`config.mk`:
```
export PLATFORM = sky130hd
export DESIGN_NAME = pswallow_divider
export DESIGN_NICKNAME = d
export VERILOG_FILES = /design/src/rtl/ps_pkg.sv /design/src/rtl/ps_front_div.sv /design/src/rtl/ps_prescaler.sv /design/src/rtl/ps_swallow_ctrl.sv /design/src/rtl/pswallow_divider.sv
export SDC_FILE = /design/constraint.sdc
export NUM_CORES = 1
export LEC_CHECK = 0
export BUFFER_PORTS_ARGS = -buffer_cell sky130_fd_sc_hd__buf_2
export CORE_MARGIN = 5
export CORE_UTILIZATION = 59
export CTS_CLUSTER_DIAMETER = 50
export DETAILED_ROUTE_END_ITERATION = 12
export GPL_TIMING_DRIVEN = 0
export PLACE_DENSITY_LB_ADDON = 0.2
export RECOVER_POWER = 100
export SLEW_MARGIN = 15
export SYNTH_ARGS = -nofsm -noshare
export SYNTH_HDL_FRONTEND = slang
export SYNTH_HIERARCHICAL = 1
export SYNTH_SLANG_ARGS = --single-unit
```
`constraint.sdc`:
```
create_clock -name clk_i -period 4.2 [get_ports clk_i]
set_clock_uncertainty 0.2 [all_clocks]
set_input_delay 1.26 -clock clk_i [delete_from_list [all_inputs] [get_ports clk_i]]
set_output_delay 1.26 -clock clk_i [all_outputs]
set_load 0.02 [all_outputs]
```
`src/rtl/ps_pkg.sv`:
```
package ps_pkg;
    // Default geometry of the divider chain
    localparam int PS_M_W   = 10;  // main counter width
    localparam int PS_S_W   = 5;   // swallow counter width
    localparam int PS_P_W   = 5;   // prescaler base modulus = 2**PS_P_W
    localparam int PS_M_MIN = 32;  // smallest legal main count
    localparam int PS_FRONT = 3;   // front stage divides by 2**PS_FRONT
endpackage

```
`src/rtl/ps_front_div.sv`:
```
module ps_front_div #(
    parameter int DIV_W = ps_pkg::PS_FRONT
) (
    input  logic clk_i,
    input  logic rst_i,
    output logic ce_o
);
    logic [DIV_W-1:0] cnt_d, cnt_q;

    always_comb begin
        cnt_d = cnt_q + DIV_W'(1);
        ce_o  = &cnt_q;
    end

    always_ff @(posedge clk_i) begin
        if (rst_i) cnt_q <= '0;
        else       cnt_q <= cnt_d;
    end

    AST_FRONT_SPACING: assert property (@(posedge clk_i) disable iff (rst_i)
        ce_o |=> !ce_o);
endmodule

```
`src/rtl/ps_prescaler.sv`:
```
module ps_prescaler #(
    parameter int P_W = ps_pkg::PS_P_W
) (
    input  logic clk_i,
    input  logic rst_i,
    input  logic ce_i,
    input  logic mc_next_i,
    output logic tick_o
);
    localparam int PC_W = P_W + 1;
    localparam logic [PC_W-1:0] LOAD_LO = PC_W'((1 << P_W) - 1); // 32 clocks
    localparam logic [PC_W-1:0] LOAD_HI = PC_W'(1 << P_W);       // 33 clocks

    logic [PC_W-1:0] pc_d, pc_q;

    always_comb begin
        tick_o = (pc_q == '0);
        pc_d   = pc_q;
        if (ce_i) begin
            if (tick_o) pc_d = mc_next_i ? LOAD_HI : LOAD_LO;
            else        pc_d = pc_q - PC_W'(1);
        end
    end

    always_ff @(posedge clk_i) begin
        if (rst_i) pc_q <= LOAD_LO;
        else       pc_q <= pc_d;
    end

    AST_PRESCALE_RANGE: assert property (@(posedge clk_i) disable iff (rst_i)
        pc_q <= LOAD_HI);
endmodule

```
`src/rtl/ps_swallow_ctrl.sv`:
```
module ps_swallow_ctrl #(
    parameter int M_W   = ps_pkg::PS_M_W,
    parameter int S_W   = ps_pkg::PS_S_W,
    parameter int M_MIN = ps_pkg::PS_M_MIN
) (
    input  logic           clk_i,
    input  logic           rst_i,
    input  logic           ce_i,
    input  logic           tick_i,
    input  logic [M_W-1:0] m_lat_i,
    input  logic [S_W-1:0] s_lat_i,
    output logic           mc_next_o,
    output logic           mod_ctl_o,
    output logic           pulse_o
);
    localparam logic [M_W-1:0] M_ONE = M_W'(1);
    localparam logic [S_W-1:0] S_ONE = S_W'(1);

    typedef struct packed {
        logic [M_W-1:0] m_rem;
        logic [S_W-1:0] s_rem;
        logic           pulse;
    } ctr_t;

    ctr_t st_d, st_q;

    always_comb begin
        st_d       = st_q;
        st_d.pulse = 1'b0;
        mc_next_o  = 1'b0;
        if (ce_i && tick_i) begin
            if (st_q.m_rem == M_ONE) begin
                st_d.m_rem = m_lat_i;
                st_d.s_rem = s_lat_i;
                st_d.pulse = 1'b1;
            end else begin
                st_d.m_rem = st_q.m_rem - M_ONE;
                if (st_q.s_rem != '0) st_d.s_rem = st_q.s_rem - S_ONE;
            end
            mc_next_o = (st_d.s_rem != '0);
        end
    end

    always_ff @(posedge clk_i) begin
        if (rst_i) begin
            st_q.m_rem <= M_W'(M_MIN);
            st_q.s_rem <= '0;
            st_q.pulse <= 1'b0;
        end else begin
            st_q <= st_d;
        end
    end

    assign mod_ctl_o = (st_q.s_rem != '0);
    assign pulse_o   = st_q.pulse;

    AST_PULSE_SINGLE: assert property (@(posedge clk_i) disable iff (rst_i)
        st_q.pulse |=> !st_q.pulse);
    AST_RELOAD_FROM_LATCH: assert property (@(posedge clk_i) disable iff (rst_i)
        st_q.pulse |-> (st_q.m_rem == $past(m_lat_i) && st_q.s_rem == $past(s_lat_i)));
    AST_MAIN_NONZERO: assert property (@(posedge clk_i) disable iff (rst_i)
        st_q.m_rem != '0);
    AST_SWALLOW_LE_MAIN: assert property (@(posedge clk_i) disable iff (rst_i)
        M_W'(st_q.s_rem) <= st_q.m_rem);
endmodule

```
`src/rtl/pswallow_divider.sv`:
```
module pswallow_divider #(
    parameter int M_W          = ps_pkg::PS_M_W,
    parameter int S_W          = ps_pkg::PS_S_W,
    parameter int P_W          = ps_pkg::PS_P_W,
    parameter int M_MIN        = ps_pkg::PS_M_MIN,
    parameter int FRONT_W      = ps_pkg::PS_FRONT,
    parameter int INCLUDE_PRE8 = 0
) (
    input  logic           clk_i,
    input  logic           rst_i,
    input  logic           load_i,
    input  logic [M_W-1:0] m_val_i,
    input  logic [S_W-1:0] s_val_i,
    output logic           pulse_o,
    output logic           mod_ctl_o
);
    localparam logic [M_W-1:0] M_FLOOR = M_W'(M_MIN);

    typedef struct packed {
        logic [M_W-1:0] m;
        logic [S_W-1:0] s;
    } lat_t;

    lat_t lat_d, lat_q;
    logic ce;
    logic tick;
    logic mc_next;

    always_comb begin
        lat_d = lat_q;
        if (load_i && (m_val_i >= M_FLOOR)) begin
            lat_d.m = m_val_i;
            lat_d.s = s_val_i;
        end
    end

    always_ff @(posedge clk_i) begin
        if (rst_i) begin
            lat_q.m <= M_FLOOR;
            lat_q.s <= '0;
        end else begin
            lat_q <= lat_d;
        end
    end

    generate
        if (INCLUDE_PRE8 != 0) begin : g_front
            ps_front_div #(.DIV_W(FRONT_W)) u_front (
                .clk_i (clk_i),
                .rst_i (rst_i),
                .ce_o  (ce)
            );
        end else begin : g_bypass
            assign ce = 1'b1;
        end
    endgenerate

    ps_prescaler #(.P_W(P_W)) u_pre (
        .clk_i     (clk_i),
        .rst_i     (rst_i),
        .ce_i      (ce),
        .mc_next_i (mc_next),
        .tick_o    (tick)
    );

    ps_swallow_ctrl #(.M_W(M_W), .S_W(S_W), .M_MIN(M_MIN)) u_ctrl (
        .clk_i     (clk_i),
        .rst_i     (rst_i),
        .ce_i      (ce),
        .tick_i    (tick),
        .m_lat_i   (lat_q.m),
        .s_lat_i   (lat_q.s),
        .mc_next_o (mc_next),
        .mod_ctl_o (mod_ctl_o),
        .pulse_o   (pulse_o)
    );

    AST_LATCH_FLOOR: assert property (@(posedge clk_i) disable iff (rst_i)
        lat_q.m >= M_FLOOR);
endmodule

```
; After elaboration in Yosys (flattened, before gate mapping)
; Index checks and enable logic that the tools add are counted.
[totals]
regBits = 37
input_bits = 18
[classes]
add_sub_neg = 3
order_cmp = 1
n_eq_ne = 1
muxes = 7
n_bitwise = 1
reduce_logical = 5
[op_table]
columns = cell, n
row1 = 2-to-1 mux 15 bit, 2
row2 = 2-to-1 mux 6 bit, 2
row3 = "equality test 10 x 1 -> 1 bit, second input constant", 1
row4 = ">= comparator 10 x 6 -> 1 bit, second input constant", 1
row5 = nonzero test 5 bit, 2
row6 = "subtractor 10 x 1 -> 10 bit, second input constant", 1
row7 = logical NOT 6 bit, 1
row8 = "subtractor 6 x 1 -> 6 bit, second input constant", 1
row9 = 2-to-1 mux 5 bit, 1
row10 = "subtractor 5 x 1 -> 5 bit, second input constant", 1
row11 = 2-to-1 mux 1 bit, 2
row12 = OR reduction 2 bit, 1
row13 = logical AND 1 bit, 1
row14 = inverter 1 bit, 1

; Longest topological paths before layout
[depth]
word_depth = 8
ltp_mapped = 11
depth_no_buf = 9

; Hierarchy
; Netlist, hierarchy kept.
[modules_own_cells]
columns = mod, instances, cells_per_inst, area_each_um2, seq_area_each_um2
row1 = ps_swallow_ctrl, 1, 131, 1059.8, 320.3
row2 = pswallow_divider, 1, 96, 823.3, 300.3
row3 = ps_prescaler, 1, 42, 374.1, 120.1

; Worst setup path after synthesis
; No wires, ideal clock.
[synth_timing]
kind = flip-flop to flip-flop
from = reg u_pre.pc_q[0]
to = reg u_pre.pc_q[0]
setup_time_ns = 0.122
t_arrival_ns = 2.565
required_ns = 3.878
slack_ns = 1.313
stages_incl_launch_ff = 12
cell_sequence = dfxtp_1 inv_1 ha_1 or4b_1 buf_2 nor2_1 nand2_1 clkbuf_1 a311oi_1 inv_1 o31a_1 o32a_1
[synth_between]
elab_chain_cells = 4
word_cells_on_any_way = 5
[synth_rtl]
columns = item, line
row1 = start: declaration, ps_prescaler.sv:14  ; logic [PC_W-1:0] pc_d, pc_q;
row2 = start signal: assignment, ps_prescaler.sv:27  ; else pc_q <= pc_d;
row3 = logical NOT 6 bit, ps_prescaler.sv:17  ; tick_o = (pc_q == '0);
row4 = via tick, pswallow_divider.sv:26  ; logic tick;
row5 = 2-to-1 mux 1 bit, ps_swallow_ctrl.sv:31  ; if (ce_i && tick_i) begin
row6 = via mc_next, pswallow_divider.sv:27  ; logic mc_next;
row7 = 2-to-1 mux 6 bit (2 in series), ps_prescaler.sv:20  ; if (tick_o) pc_d = mc_next_i ? LOAD_HI : LOAD_LO;
; The timed path passes the listed nets, and every way through them passes these cells.
; A chain may end at the register's enable or synchronous reset.

; Worst setup path after layout
[layout_timing]
from = reg u_pre.pc_q[0]
to = reg u_pre.pc_q[3]
; Same word-level chain as after synthesis.

==> impl_metrics.tcl <==
set metrics [dict create \
    dp_hpwl_um 4050 \
    synth-async-reset-ratio 0 \
    crit_buf_inv 4 \
    synth_top_family_by_area "simple AND/OR/NAND/NOR gates" \
    fin_crit_sh 0.824 \
    ys_top_cells_by_area "dfxtp_1, a31oi_1, or4b_1" \
    drtPass1Iterations 5 \
    synth-edff-count 0 \
    finalSetupTns_ns 0 \
    dieHeight_um 71.9 \
    gp_congestion 0.887 \
    cts_hold_buf 0 \
    rows 22 \
    r2r_start "u_pre/pc_q[0]" \
    postCtsSetupBuffers 0 \
    fillers 338 \
    grtUsageTotal 0.226 \
    ys_ff_latch 37 \
    reg2reg_to "u_pre/pc_q[3]" \
    fmax_mhz 289 \
    syn-instance-count 269 \
    avgViaCountPerCell 6.31 \
    drt_wl_total_um 5650 \
    clkLatencyLatePin_ns 0.29 \
    die_area_sq_um 5160 \
    grt_pass1_wl_um 9340 \
    route.vias.total 2229 \
    ys.flop_type "dfxtp_1" \
    fin_ws_ns 0.740 \
    setup_violations 0 \
    r2r_cells 11 \
    layout-drive-gt1-share 0.108 \
    hold_end "u_pre/pc_q[5]" \
    cts_root_buffer "clkbuf_8" \
    drc 0 \
    path_max_fanout 10 \
    synth.top_cells.by_count "dfxtp_1, nand2_1, a31oi_1, clkbuf_1, inv_1" \
    rsz0062_at_grt "no" \
    synthAdderAreaFrac 0.0277 \
    place_area_sq_um 2450 \
    min_from "u_pre/pc_q[5]" \
    fin_nets 328 \
    cp_slowest_cell "or4b_1" \
    netlist.area_leader.share 0.328 \
    wl_per_cell_um 16.0 \
    start_kind "flip-flop" \
    grt_max_degree 16 \
    status "completed" \
    syn_area_sq_um 2260 \
    yosys.area_share.xor_xnor 0.00388 \
    worstPathCellList "inv_1 > ha_1 > or4b_1 > clkbuf_1 > nor2_1 > nand2_1 > clkbuf_1 > a311oi_1 > inv_1 > mux2_1 > a221o_1" \
    synth_compound_area_frac 0.264 \
    hold_class "reg2reg" \
    slew-limit-headroom 0.547 \
    start_util 0.612 \
    pre_cts_ws_ns 0.767 \
    crit_path_max_incr_delay_ns 0.44 \
    synth_most_common_cell "dfxtp_1" \
    yosysTopAreaCell "dfxtp_1" \
    antenna_left 0 \
    cp.required_ns 4.18 \
    design_area_sq_um 2520 \
    synthSimpleGateAreaFrac 0.299 \
    cts_made_buffers 5 \
    ir_drop_v 0.000217 \
    critPathKind "reg2reg" \
    area_growth_pct 11.5 \
    synth_seq_area_share 0.328 \
    cts_sinks 37 \
    tightest_slew_ns 0.674 \
    clkTransAtPathRegs_ns 0.07 \
    cts_resized 0 \
    critPathTopFamily "simple AND/OR/NAND/NOR gates" \
    hold_depth 1 \
    p_per_area_nw_per_um2 278 \
    die_w_um 71.9 \
    num_io_pins 20 \
    drt_iter0_markers 174 \
    whs_ns 0.295 \
    total_power_uw 699 \
    core_sq_um 3690 \
    syn_area_per_cell_sq_um 8.39 \
    post-route-min-period_ns 3.46 \
    grt_antenna_before_repair 0 \
    p_leak_uw 0.000866 \
    grt_pass1_vias 1995 \
    maxCapViolations 0 \
    timing.reg2reg.setup_slack_ns 0.74 \
    worstSetupEndpointType "flip-flop" \
    yosysWarnings 6 \
    io_buffers 19 \
    cts_tree "yes" \
    grt_overflow_total 0 \
    cp.arrival_ns 3.44 \
    htree_num_levels 2 \
    finalHoldViolations 0 \
    slew_viol_final 0 \
    cts_max_path_buffers 2 \
    yosysUniqueCellTypes 59 \
    antenna_cells 0 \
    synthMuxAreaShare 0.0161 \
]
cells by family (layout without fill, tap and decap cells):
| kind of cell | Yosys count | in the layout |
|---|---|---|
| compound gates | 80 | 80 |
| buf+inv | 34 | 60 |
| simple gates | 108 | 108 |
| flops | 37 | 37 |
| fa+ha+maj | 5 | 5 |
| mux | 3 | 3 |
| other cells | 1 | 11 |
| xor+xnor | 1 | 1 |
routing by layer:
| layer | up-vias | track usage | routed length (um) |
|---|---|---|---|
| li1 | 1106 | - | - |
| met1 | 1041 | 0.310 | 2640 |
| met2 | 74 | 0.345 | 2580 |
| met3 | 8 | 0.0463 | 326 |
| met4 | 0 | 0.0939 | 103 |
| met5 | - | 0 | 0 |
registers in the layout, summed over array words and instances (netlist names):
register,cells
lat_q,15
u_ctrl/pulse_o,1
u_ctrl/st_q,15
u_pre/pc_q,6
through the flow:
stage                util  cells
floorplan               -    279
global placement    0.664    346
detailed placement  0.664    346
CTS                 0.688    353
global route        0.682    353
finish              0.682    353
how the worst max path moves through the flow:
stage,from,cells past startpoint,slack [ns],endpoint
global route,u_pre/pc_q[1],11,0.42,u_pre/pc_q[0]
floorplan,u_pre/pc_q[0],11,1.31,u_pre/pc_q[0]
detailed placement,u_pre/pc_q[0],11,0.77,u_pre/pc_q[0]
global placement,u_pre/pc_q[0],11,0.84,u_pre/pc_q[0]
finish,u_pre/pc_q[0],11,0.74,u_pre/pc_q[3]
CTS,u_pre/pc_q[0],11,0.75,u_pre/pc_q[0]
report_power, final:
part / total [uW] / leakage [uW] / switching (uW) / internal, uW
Sequential: 376 / 0.000302 / 11.9 / 365
Clock: 254 / 0.0000443 / 124 / 130
Combinational: 68.8 / 0.000520 / 39.8 / 29.0
Total: 699 / 0.000866 / 175 / 524
cells in the final DEF, fill, tap and decap left out, types with 2 or more instances in the layout:
cell type and n:
nand3_1 12, or3_4 2, nand2_1 23, dfxtp_1 37, o21ai_0 7, a31oi_1 20, a221oi_1 2, nor2_1 11
a21oi_1 6, buf_2 18, nor2b_1 2, or4_1 2, a221o_1 3, nand4_1 2, nand2b_1 6, nor3b_1 12
o41ai_1 2, clkbuf_1 20, or4b_1 12, clkbuf_8 6, o31ai_1 5, o311ai_0 10, a211oi_1 2, a311oi_1 8
ha_1 5, nand4b_1 3, o211ai_1 3, nor3_1 11, conb_1 11, inv_1 13, buf_1 2
worst reg2reg max path: stages (launching register included):
cell and delay, ns:
dfxtp_1 0.35, inv_1 0.09, ha_1 0.21, or4b_1 0.44, clkbuf_1 0.19, nor2_1 0.24
nand2_1 0.17, clkbuf_1 0.25, a311oi_1 0.44, inv_1 0.17, mux2_1 0.32, a221o_1 0.28
cell type report:
cell class,instances,area (sq um),area share
Clock buffer,7,86.3,0.0343
Sequential cell,37,741,0.294
Inverter,13,48.8,0.0194
Timing Repair Buffer,19,92.6,0.0368
Multi-Input combinational cell,208,1410,0.559
Buffer,21,81.3,0.0323
Tap cell,48,60.1,0.0239
Power figures use the tool's default switching activity.
